--- config.mk ---
export PLATFORM = sky130hd
export DESIGN_NAME = pmseq_top
export DESIGN_NICKNAME = d
export VERILOG_FILES = /design/src/rtl/pmseq_pkg.sv /design/src/rtl/pmseq_chacc.sv /design/src/rtl/pmseq_peak.sv /design/src/rtl/pmseq_energy.sv /design/src/rtl/pmseq_top.sv
export SDC_FILE = /design/constraint.sdc
export NUM_CORES = 1
export LEC_CHECK = 0
export BUFFER_PORTS_ARGS = -buffer_cell sky130_fd_sc_hd__buf_2
export CAP_MARGIN = 20
export CORE_UTILIZATION = 40
export CTS_CLUSTER_SIZE = 20
export DETAILED_ROUTE_END_ITERATION = 6
export GPL_TIMING_DRIVEN = 0
export MAX_ROUTING_LAYER = met4
export PLACE_DENSITY = 0.65
export SLEW_MARGIN = 20
export SYNTH_ARGS = -nofsm -noshare
export SYNTH_HDL_FRONTEND = slang
export SYNTH_SLANG_ARGS = --single-unit
--- constraint.sdc ---
create_clock -name clk -period 18.91 [get_ports clk]
set_input_delay 3.782 -clock clk [delete_from_list [all_inputs] [get_ports clk]]
set_output_delay 3.782 -clock clk [all_outputs]
set_load 0.01 [all_outputs]
--- src/rtl/pmseq_pkg.sv ---
package pmseq_pkg;

    typedef enum logic [1:0] {
        ST_IDLE = 2'd0,
        ST_CONV = 2'd1,
        ST_MUL  = 2'd2,
        ST_PUB  = 2'd3
    } seq_st_e;

    localparam logic [1:0] CH_VIN  = 2'd0;
    localparam logic [1:0] CH_IOUT = 2'd1;
    localparam logic [1:0] CH_VOUT = 2'd2;
    localparam int         NCH     = 3;

endpackage

--- src/rtl/pmseq_chacc.sv ---
// Per-channel sample accumulator with divide-by-2^AVG_LOG readout.
module pmseq_chacc #(
    parameter int DW      = 12,
    parameter int AVG_LOG = 4
) (
    input  logic          clk,
    input  logic          rst_n,
    input  logic          clr_i,
    input  logic          add_i,
    input  logic          avg_many_i,
    input  logic [DW-1:0] data_i,
    output logic [DW-1:0] avg_o
);
    localparam int SW = DW + AVG_LOG;

    logic [SW-1:0] sum_d, sum_q;

    always_comb begin
        sum_d = sum_q;
        if (clr_i) begin
            sum_d = '0;
        end else if (add_i) begin
            sum_d = sum_q + SW'(data_i);
        end
    end

    always_ff @(posedge clk or negedge rst_n) begin
        if (!rst_n) sum_q <= '0;
        else        sum_q <= sum_d;
    end

    assign avg_o = avg_many_i ? sum_q[SW-1:AVG_LOG] : sum_q[DW-1:0];

endmodule

--- src/rtl/pmseq_peak.sv ---
// Peak-hold register; clear wins over update.
module pmseq_peak #(
    parameter int DW = 12
) (
    input  logic          clk,
    input  logic          rst_n,
    input  logic          clr_i,
    input  logic          upd_i,
    input  logic [DW-1:0] val_i,
    output logic [DW-1:0] pk_o
);
    logic [DW-1:0] pk_d, pk_q;

    always_comb begin
        pk_d = pk_q;
        if (clr_i) begin
            pk_d = '0;
        end else if (upd_i && (val_i > pk_q)) begin
            pk_d = val_i;
        end
    end

    always_ff @(posedge clk or negedge rst_n) begin
        if (!rst_n) pk_q <= '0;
        else        pk_q <= pk_d;
    end

    assign pk_o = pk_q;

endmodule

--- src/rtl/pmseq_energy.sv ---
// Energy accumulator with wrap counter and publication counter.
module pmseq_energy #(
    parameter int PW     = 24,
    parameter int EN_W   = 32,
    parameter int ROLL_W = 8,
    parameter int CNT_W  = 16
) (
    input  logic              clk,
    input  logic              rst_n,
    input  logic              clr_i,
    input  logic              add_i,
    input  logic [PW-1:0]     pwr_i,
    output logic [EN_W-1:0]   acc_o,
    output logic [ROLL_W-1:0] roll_o,
    output logic [CNT_W-1:0]  cnt_o
);
    typedef struct packed {
        logic [EN_W-1:0]   acc;
        logic [ROLL_W-1:0] roll;
        logic [CNT_W-1:0]  cnt;
    } en_t;

    en_t           en_d, en_q;
    logic [EN_W:0] sum_w;

    assign sum_w = {1'b0, en_q.acc} + (EN_W + 1)'(pwr_i);

    always_comb begin
        en_d = en_q;
        if (clr_i) begin
            en_d = '0;
        end else if (add_i) begin
            en_d.acc = sum_w[EN_W-1:0];
            en_d.cnt = en_q.cnt + 1'b1;
            if (sum_w[EN_W]) begin
                en_d.roll = en_q.roll + 1'b1;
            end
        end
    end

    always_ff @(posedge clk or negedge rst_n) begin
        if (!rst_n) en_q <= '0;
        else        en_q <= en_d;
    end

    assign acc_o  = en_q.acc;
    assign roll_o = en_q.roll;
    assign cnt_o  = en_q.cnt;

endmodule

--- src/rtl/pmseq_top.sv ---
module pmseq_top #(
    parameter int DW      = 12,
    parameter int AVG_LOG = 4,
    parameter int MUL_CYC = 3,
    parameter int EN_W    = 32,
    parameter int ROLL_W  = 8,
    parameter int CNT_W   = 16
) (
    input  logic              clk,
    input  logic              rst_n,
    input  logic              start_i,
    input  logic              cont_i,
    input  logic              avg16_i,
    input  logic              vout_en_i,
    input  logic              clear_i,
    output logic              adc_req_o,
    output logic [1:0]        adc_chan_o,
    input  logic              adc_ack_i,
    input  logic [DW-1:0]     adc_data_i,
    output logic              res_valid_o,
    output logic              res_upd_o,
    output logic [DW-1:0]     res_vin_o,
    output logic [DW-1:0]     res_iout_o,
    output logic [DW-1:0]     res_vout_o,
    output logic [2*DW-1:0]   res_pwr_o,
    output logic [DW-1:0]     pk_vin_o,
    output logic [DW-1:0]     pk_iout_o,
    output logic [EN_W-1:0]   en_acc_o,
    output logic [ROLL_W-1:0] en_roll_o,
    output logic [CNT_W-1:0]  en_cnt_o
);
    import pmseq_pkg::*;

    localparam int PW  = 2 * DW;
    localparam int MCW = $clog2(MUL_CYC + 1);
    localparam logic [MCW-1:0]     MUL_LAST = MCW'(MUL_CYC - 1);
    localparam logic [AVG_LOG-1:0] SMP_MANY = {AVG_LOG{1'b1}};

    typedef struct packed {
        seq_st_e            st;
        logic [1:0]         ch;
        logic [AVG_LOG-1:0] smp;
        logic [MCW-1:0]     mcnt;
        logic               a16;
        logic               ven;
        logic               upd;
        logic               valid;
        logic [PW-1:0]      prod;
        logic [DW-1:0]      rvin;
        logic [DW-1:0]      riout;
        logic [DW-1:0]      rvout;
        logic [PW-1:0]      rpwr;
    } seq_t;

    seq_t q, n;

    logic              acc_clr;
    logic              req_w;
    logic              pub_w;
    logic [AVG_LOG-1:0] smp_last;
    logic [DW-1:0]     avg_w [NCH];
    logic [NCH-1:0]    add_w;

    assign smp_last = q.a16 ? SMP_MANY : '0;
    assign pub_w    = (q.st == ST_PUB);

    // ---------------- next-state logic ----------------
    always_comb begin
        n       = q;
        n.upd   = 1'b0;
        acc_clr = 1'b0;
        req_w   = 1'b0;
        unique case (q.st)
            ST_IDLE: begin
                if (cont_i || start_i) begin
                    n.st    = ST_CONV;
                    n.ch    = CH_VIN;
                    n.smp   = '0;
                    n.a16   = avg16_i;
                    n.ven   = vout_en_i;
                    acc_clr = 1'b1;
                end
            end
            ST_CONV: begin
                req_w = 1'b1;
                if (adc_ack_i) begin
                    if (q.smp == smp_last) begin
                        n.smp = '0;
                        if (q.ch == CH_VIN) begin
                            n.ch = CH_IOUT;
                        end else if ((q.ch == CH_IOUT) && q.ven) begin
                            n.ch = CH_VOUT;
                        end else begin
                            n.st   = ST_MUL;
                            n.mcnt = '0;
                        end
                    end else begin
                        n.smp = q.smp + 1'b1;
                    end
                end
            end
            ST_MUL: begin
                n.prod = PW'(avg_w[CH_VIN]) * PW'(avg_w[CH_IOUT]);
                if (q.mcnt == MUL_LAST) begin
                    n.st   = ST_PUB;
                    n.mcnt = '0;
                end else begin
                    n.mcnt = q.mcnt + 1'b1;
                end
            end
            ST_PUB: begin
                n.upd   = 1'b1;
                n.valid = 1'b1;
                n.rvin  = avg_w[CH_VIN];
                n.riout = avg_w[CH_IOUT];
                n.rvout = q.ven ? avg_w[CH_VOUT] : '0;
                n.rpwr  = q.prod;
                if (cont_i) begin
                    n.st    = ST_CONV;
                    n.ch    = CH_VIN;
                    n.smp   = '0;
                    n.a16   = avg16_i;
                    n.ven   = vout_en_i;
                    acc_clr = 1'b1;
                end else begin
                    n.st = ST_IDLE;
                end
            end
            default: n.st = ST_IDLE;
        endcase
    end

    always_ff @(posedge clk or negedge rst_n) begin
        if (!rst_n) q <= '0;
        else        q <= n;
    end

    // ---------------- channel accumulators ----------------
    for (genvar c = 0; c < NCH; c++) begin : g_ch
        assign add_w[c] = (q.st == ST_CONV) && adc_ack_i && (q.ch == 2'(c));
        pmseq_chacc #(
            .DW      (DW),
            .AVG_LOG (AVG_LOG)
        ) u_acc (
            .clk        (clk),
            .rst_n      (rst_n),
            .clr_i      (acc_clr),
            .add_i      (add_w[c]),
            .avg_many_i (q.a16),
            .data_i     (adc_data_i),
            .avg_o      (avg_w[c])
        );
    end

    // ---------------- peak hold ----------------
    logic [DW-1:0] pk_in [2];
    logic [DW-1:0] pk_out [2];
    assign pk_in[0] = avg_w[CH_VIN];
    assign pk_in[1] = avg_w[CH_IOUT];

    for (genvar p = 0; p < 2; p++) begin : g_pk
        pmseq_peak #(.DW(DW)) u_pk (
            .clk   (clk),
            .rst_n (rst_n),
            .clr_i (clear_i),
            .upd_i (pub_w),
            .val_i (pk_in[p]),
            .pk_o  (pk_out[p])
        );
    end

    // ---------------- energy ----------------
    pmseq_energy #(
        .PW     (PW),
        .EN_W   (EN_W),
        .ROLL_W (ROLL_W),
        .CNT_W  (CNT_W)
    ) u_en (
        .clk    (clk),
        .rst_n  (rst_n),
        .clr_i  (clear_i),
        .add_i  (pub_w),
        .pwr_i  (q.prod),
        .acc_o  (en_acc_o),
        .roll_o (en_roll_o),
        .cnt_o  (en_cnt_o)
    );

    // ---------------- outputs ----------------
    assign adc_req_o   = req_w;
    assign adc_chan_o  = q.ch;
    assign res_valid_o = q.valid;
    assign res_upd_o   = q.upd;
    assign res_vin_o   = q.rvin;
    assign res_iout_o  = q.riout;
    assign res_vout_o  = q.rvout;
    assign res_pwr_o   = q.rpwr;
    assign pk_vin_o    = pk_out[0];
    assign pk_iout_o   = pk_out[1];

endmodule

==> metrics.md <==
| Metric | Value |
|---|---|
| Yosys reg bits | 226 |
| Met3 WL | 2432 µm |
| CP cell instances | buf_2 > buf_1 > mux2i_1 > clkinv_1 > nand2_1 > fa_1 > fa_1 > inv_1 > fa_1 > fa_1 > inv_1 > fa_1 > inv_1 > ha_1 > o21ai_1 > o31ai_2 > and4_1 > a2111oi_0 > or4_1 > a31o_1 |
| WL met1 | 23090 µm |
| Hpwl dp | 39080 µm |
| CP endpoint kind | register |
| CTS tree | yes |
| CP max stage delay | 0.97 ns |
| Area Growth Syn to Fin | 15.21% |
| Slew margin rel. | 0.2402 |
| Clock Latency Late Sink | 0.57 ns |
| Max Slew Vio Count | 0 |
| Fmax | 0.1238 GHz |
| Drc violations | 0 |
| Synthesis Warnings | 0 |
| H-tree depth | 1 |
| CP Class | register to register |
| WP data required | 19.37 ns |
| Setup TNS | 0 ns |
| Layout cells sized above 1 | 0.1698 |
| Crit start category | register |
| DRT Wirelength | 51020 µm |
| Die area | 0.04588 mm² |
| Post-DR wirelength/cell | 18.53 µm |
| Status | finished clean |
| HP Class | register to register |
| Most common cell on crit path | fa_1 |
| FFs w/ async S/R, synth | 1.000 |
| Maximum vdd drop | 0.09270 mV |
| DR top layer | met4 |
| Avg Inst Size Synth | 9.274 µm² |
| Initial drt markers | 909 |
| Die Wd | 214.2 µm |
| Clock buffer depth | 3 |
| Chip Height | 214.2 µm |
| Routed length on met2 | 23880 µm |
| Routed via count | 14770 |
| Post-cts resize count | 0 |
| CTS Root Cell | clkbuf_16 |
| Vias in the first global route | 14850 |
| Power Total | 3.235 mW |
| Clk sink count | 226 |
| Placer Congestion | 0.9336 |
| WP data arrival | 8.53 ns |
| Grt ovf | 0 |
| Core ar. | 0.04432 mm² |
| Number of synthesized flops with an enable pin | 0 |
| Clk_skew | 0.01225 ns |
| Syn Nets | 2220 |
| Setup repair after global routing missed its margin | false |
| Worst-path fanout max | 10 |
| Mapped Cells | 1942 |
| Ant diodes | 0 |
| Largest net degree at the start of global routing | 95 |
| PD cells | 155.9 mW/mm² |
| Top delay family on crit path | adder cells |
| Main flop type after synthesis | dfrtp_1 |
| Pleak | 10.56 nW |
| IO Pins | 165 |
| Distinct cells, synth | 77 |
| Initial antenna violation count | 0 |
| Period utilization | 0.4271 |
| Sequential area share after synthesis | 0.3140 |
| Most frequent cells in the layout | dfrtp_1, nand2_1, nor2_1 |
| Min cycle time layout | 8.076 ns |
| Mapped cell area | 0.01801 mm² |
| Nets | 2418 |
| Max-cap check violation count | 0 |
| Post-DRT Antenna Nets | 0 |
| Starting density of the core | 0.4064 |
| Crit path buf inv count | 6 |
| Worst slew pin tran | 1.108 ns |
| Pre-Repair DR Iteration Count | 5 |
| Num CTS Buffers | 29 |
| Final setup vio count | 0 |
| Global-route wire length before repair | 81920 µm |
| CP max stage cell | mux2i_1 |
| Commonest non-fill, non-tap cell in the layout | dfrtp_1 |
| Input/output buffers | 164 |
| Post-CTS Setup Inserts | 0 |
| Clock Pin Slew Worst Setup and Hold Paths | 0.06 ns |
| Row Count | 77 |
| Vias/cell | 5.365 |
| Final Hold Fails | 0 |
| Hold buffers post-CTS | 0 |
| GRT Util Overall | 0.2293 |
[layout make-up]
type                       count  area, µm²
tap                          592      740.7
inverter                     196      735.7
clock buffer                  34      784.5
timing repair buffer         167      890.9
fill                        4306      23570
sequential                   226       5655
buffer                       124      705.7
multi-input combinational   1396      10960
clock inverter                18      281.5
[worst paths after layout]
kind	from	endpoint	slack, ns	depth (start not counted)
worst max-delay path	q[87]$_DFFE_PN0P_	q[83]$_DFFE_PN0P_	10.83	20
worst min-delay path	res_valid_o$_DFFE_PN0P_	res_valid_o$_DFFE_PN0P_	0.47	1
worst max register to register	q[87]$_DFFE_PN0P_	q[83]$_DFFE_PN0P_	10.83	20
worst min register to register	res_valid_o$_DFFE_PN0P_	res_valid_o$_DFFE_PN0P_	0.47	1
max in group asynchronous	rst_n	res_iout_o[6]$_DFFE_PN0P_	14.52	3
min in group asynchronous	rst_n	u_en.roll_o[7]$_DFFE_PN0P_	3.14	1
[registers in the layout, indices dropped and copies added, names as in the netlist]
signal / flops
g_pk.u_pk.pk_o: 24
g_ch.u_acc.sum_q: 48
adc_chan_o: 2
res_vin_o: 12
res_iout_o: 12
q: 34
res_vout_o: 12
res_upd_o: 1
u_en.acc_o: 32
u_en.cnt_o: 16
u_en.roll_o: 8
res_pwr_o: 24
res_valid_o: 1
[power by group]
group	switching (mW)	total, mW	internal (mW)
combinational	1.10	1.84	0.741
sequential	0.138	0.766	0.628
clock	0.233	0.624	0.391
total	1.47	3.24	1.76
[routing by layer]
| metal | vias to the layer above | global-route usage |
|---|---|---|
| met5 | - | - |
| met4 | 0 | 0.06571 |
| met2 | 391 | 0.3673 |
| met3 | 101 | 0.02752 |
| li1 | 6979 | - |
| met1 | 7298 | 0.3054 |
[Yosys cell counts, types with 5 or more instances]
master     instances  area share
mux2i_1           49       0.027
or3_1             17      0.0059
xnor2_1           49       0.024
o21ai_0           33      0.0092
nor2b_1           21      0.0073
a21oi_1          121       0.034
buf_4             63       0.026
a31o_2             7      0.0034
a22o_1             5      0.0024
nand2_1          209       0.044
o211ai_1           7      0.0029
clkbuf_1          51       0.011
inv_1            187       0.039
o21ai_1           11      0.0031
nand3_1           31      0.0086
o21bai_1          10      0.0042
buf_1              7      0.0015
fa_1             104        0.12
and2_1             8      0.0028
o2bb2ai_1         14      0.0068
or2_2              5      0.0017
and3_1            16      0.0056
a31oi_1            7      0.0024
a21o_1            38       0.016
a211oi_1          45       0.019
o31ai_1           11      0.0046
mux2_2            44       0.028
nor2_1           209       0.044
nor3_1            27      0.0075
ha_1             154        0.11
nand2b_1           8      0.0028
mux2_1            12      0.0075
dfrtp_1          226        0.31
o21a_1            11      0.0046
nand4_1           19      0.0066
xor2_1            22       0.011
clkinv_1           9      0.0019
[worst register-to-register path: cells and delay by family (launching register included)]
kind	cells	cell delay, ns
adder cells (fa/ha/maj)	6	2.91
buffers and inverters	6	1.82
AND/OR/NAND/NOR	3	1.06
multiplexers	1	0.98
AO/OA/AOI/OAI	4	0.83
flip-flops	1	0.36
[stage by stage]
stage | setup slack [ns] | hold slack [ns] | std cells | cell area (µm²) | util
5_1_grt | 10.36 | 0.5170 | 2753 | 20750 | 0.4682
4_1_cts | 10.77 | 0.4745 | 2752 | 20740 | 0.4681
3_5_place_dp | 10.81 | 0.4560 | 2700 | 19680 | 0.4440
3_3_place_gp | 9.893 | 0.4503 | 2698 | 19570 | 0.4416
6_report | 10.83 | 0.4750 | 2753 | 20750 | 0.4682
2_1_floorplan | 12.48 | 0.4560 | 1942 | 18010 | -
[cell families (layout without fill, tap and decap cells)]
logic type | Yosys count | in the layout | share of synthesized area
buffers and inverters | 320 | 539 | 0.08003
xor gates and xnor gates | 71 | 71 | 0.03453
DFF | 226 | 226 | 0.3140
and+or+nand+nor | 594 | 594 | 0.1477
muxes | 105 | 105 | 0.06224
AOI/OAI and AO/OA | 368 | 368 | 0.1389
adders and majority gates | 258 | 258 | 0.2226
(Power assumes the default switching activity.)
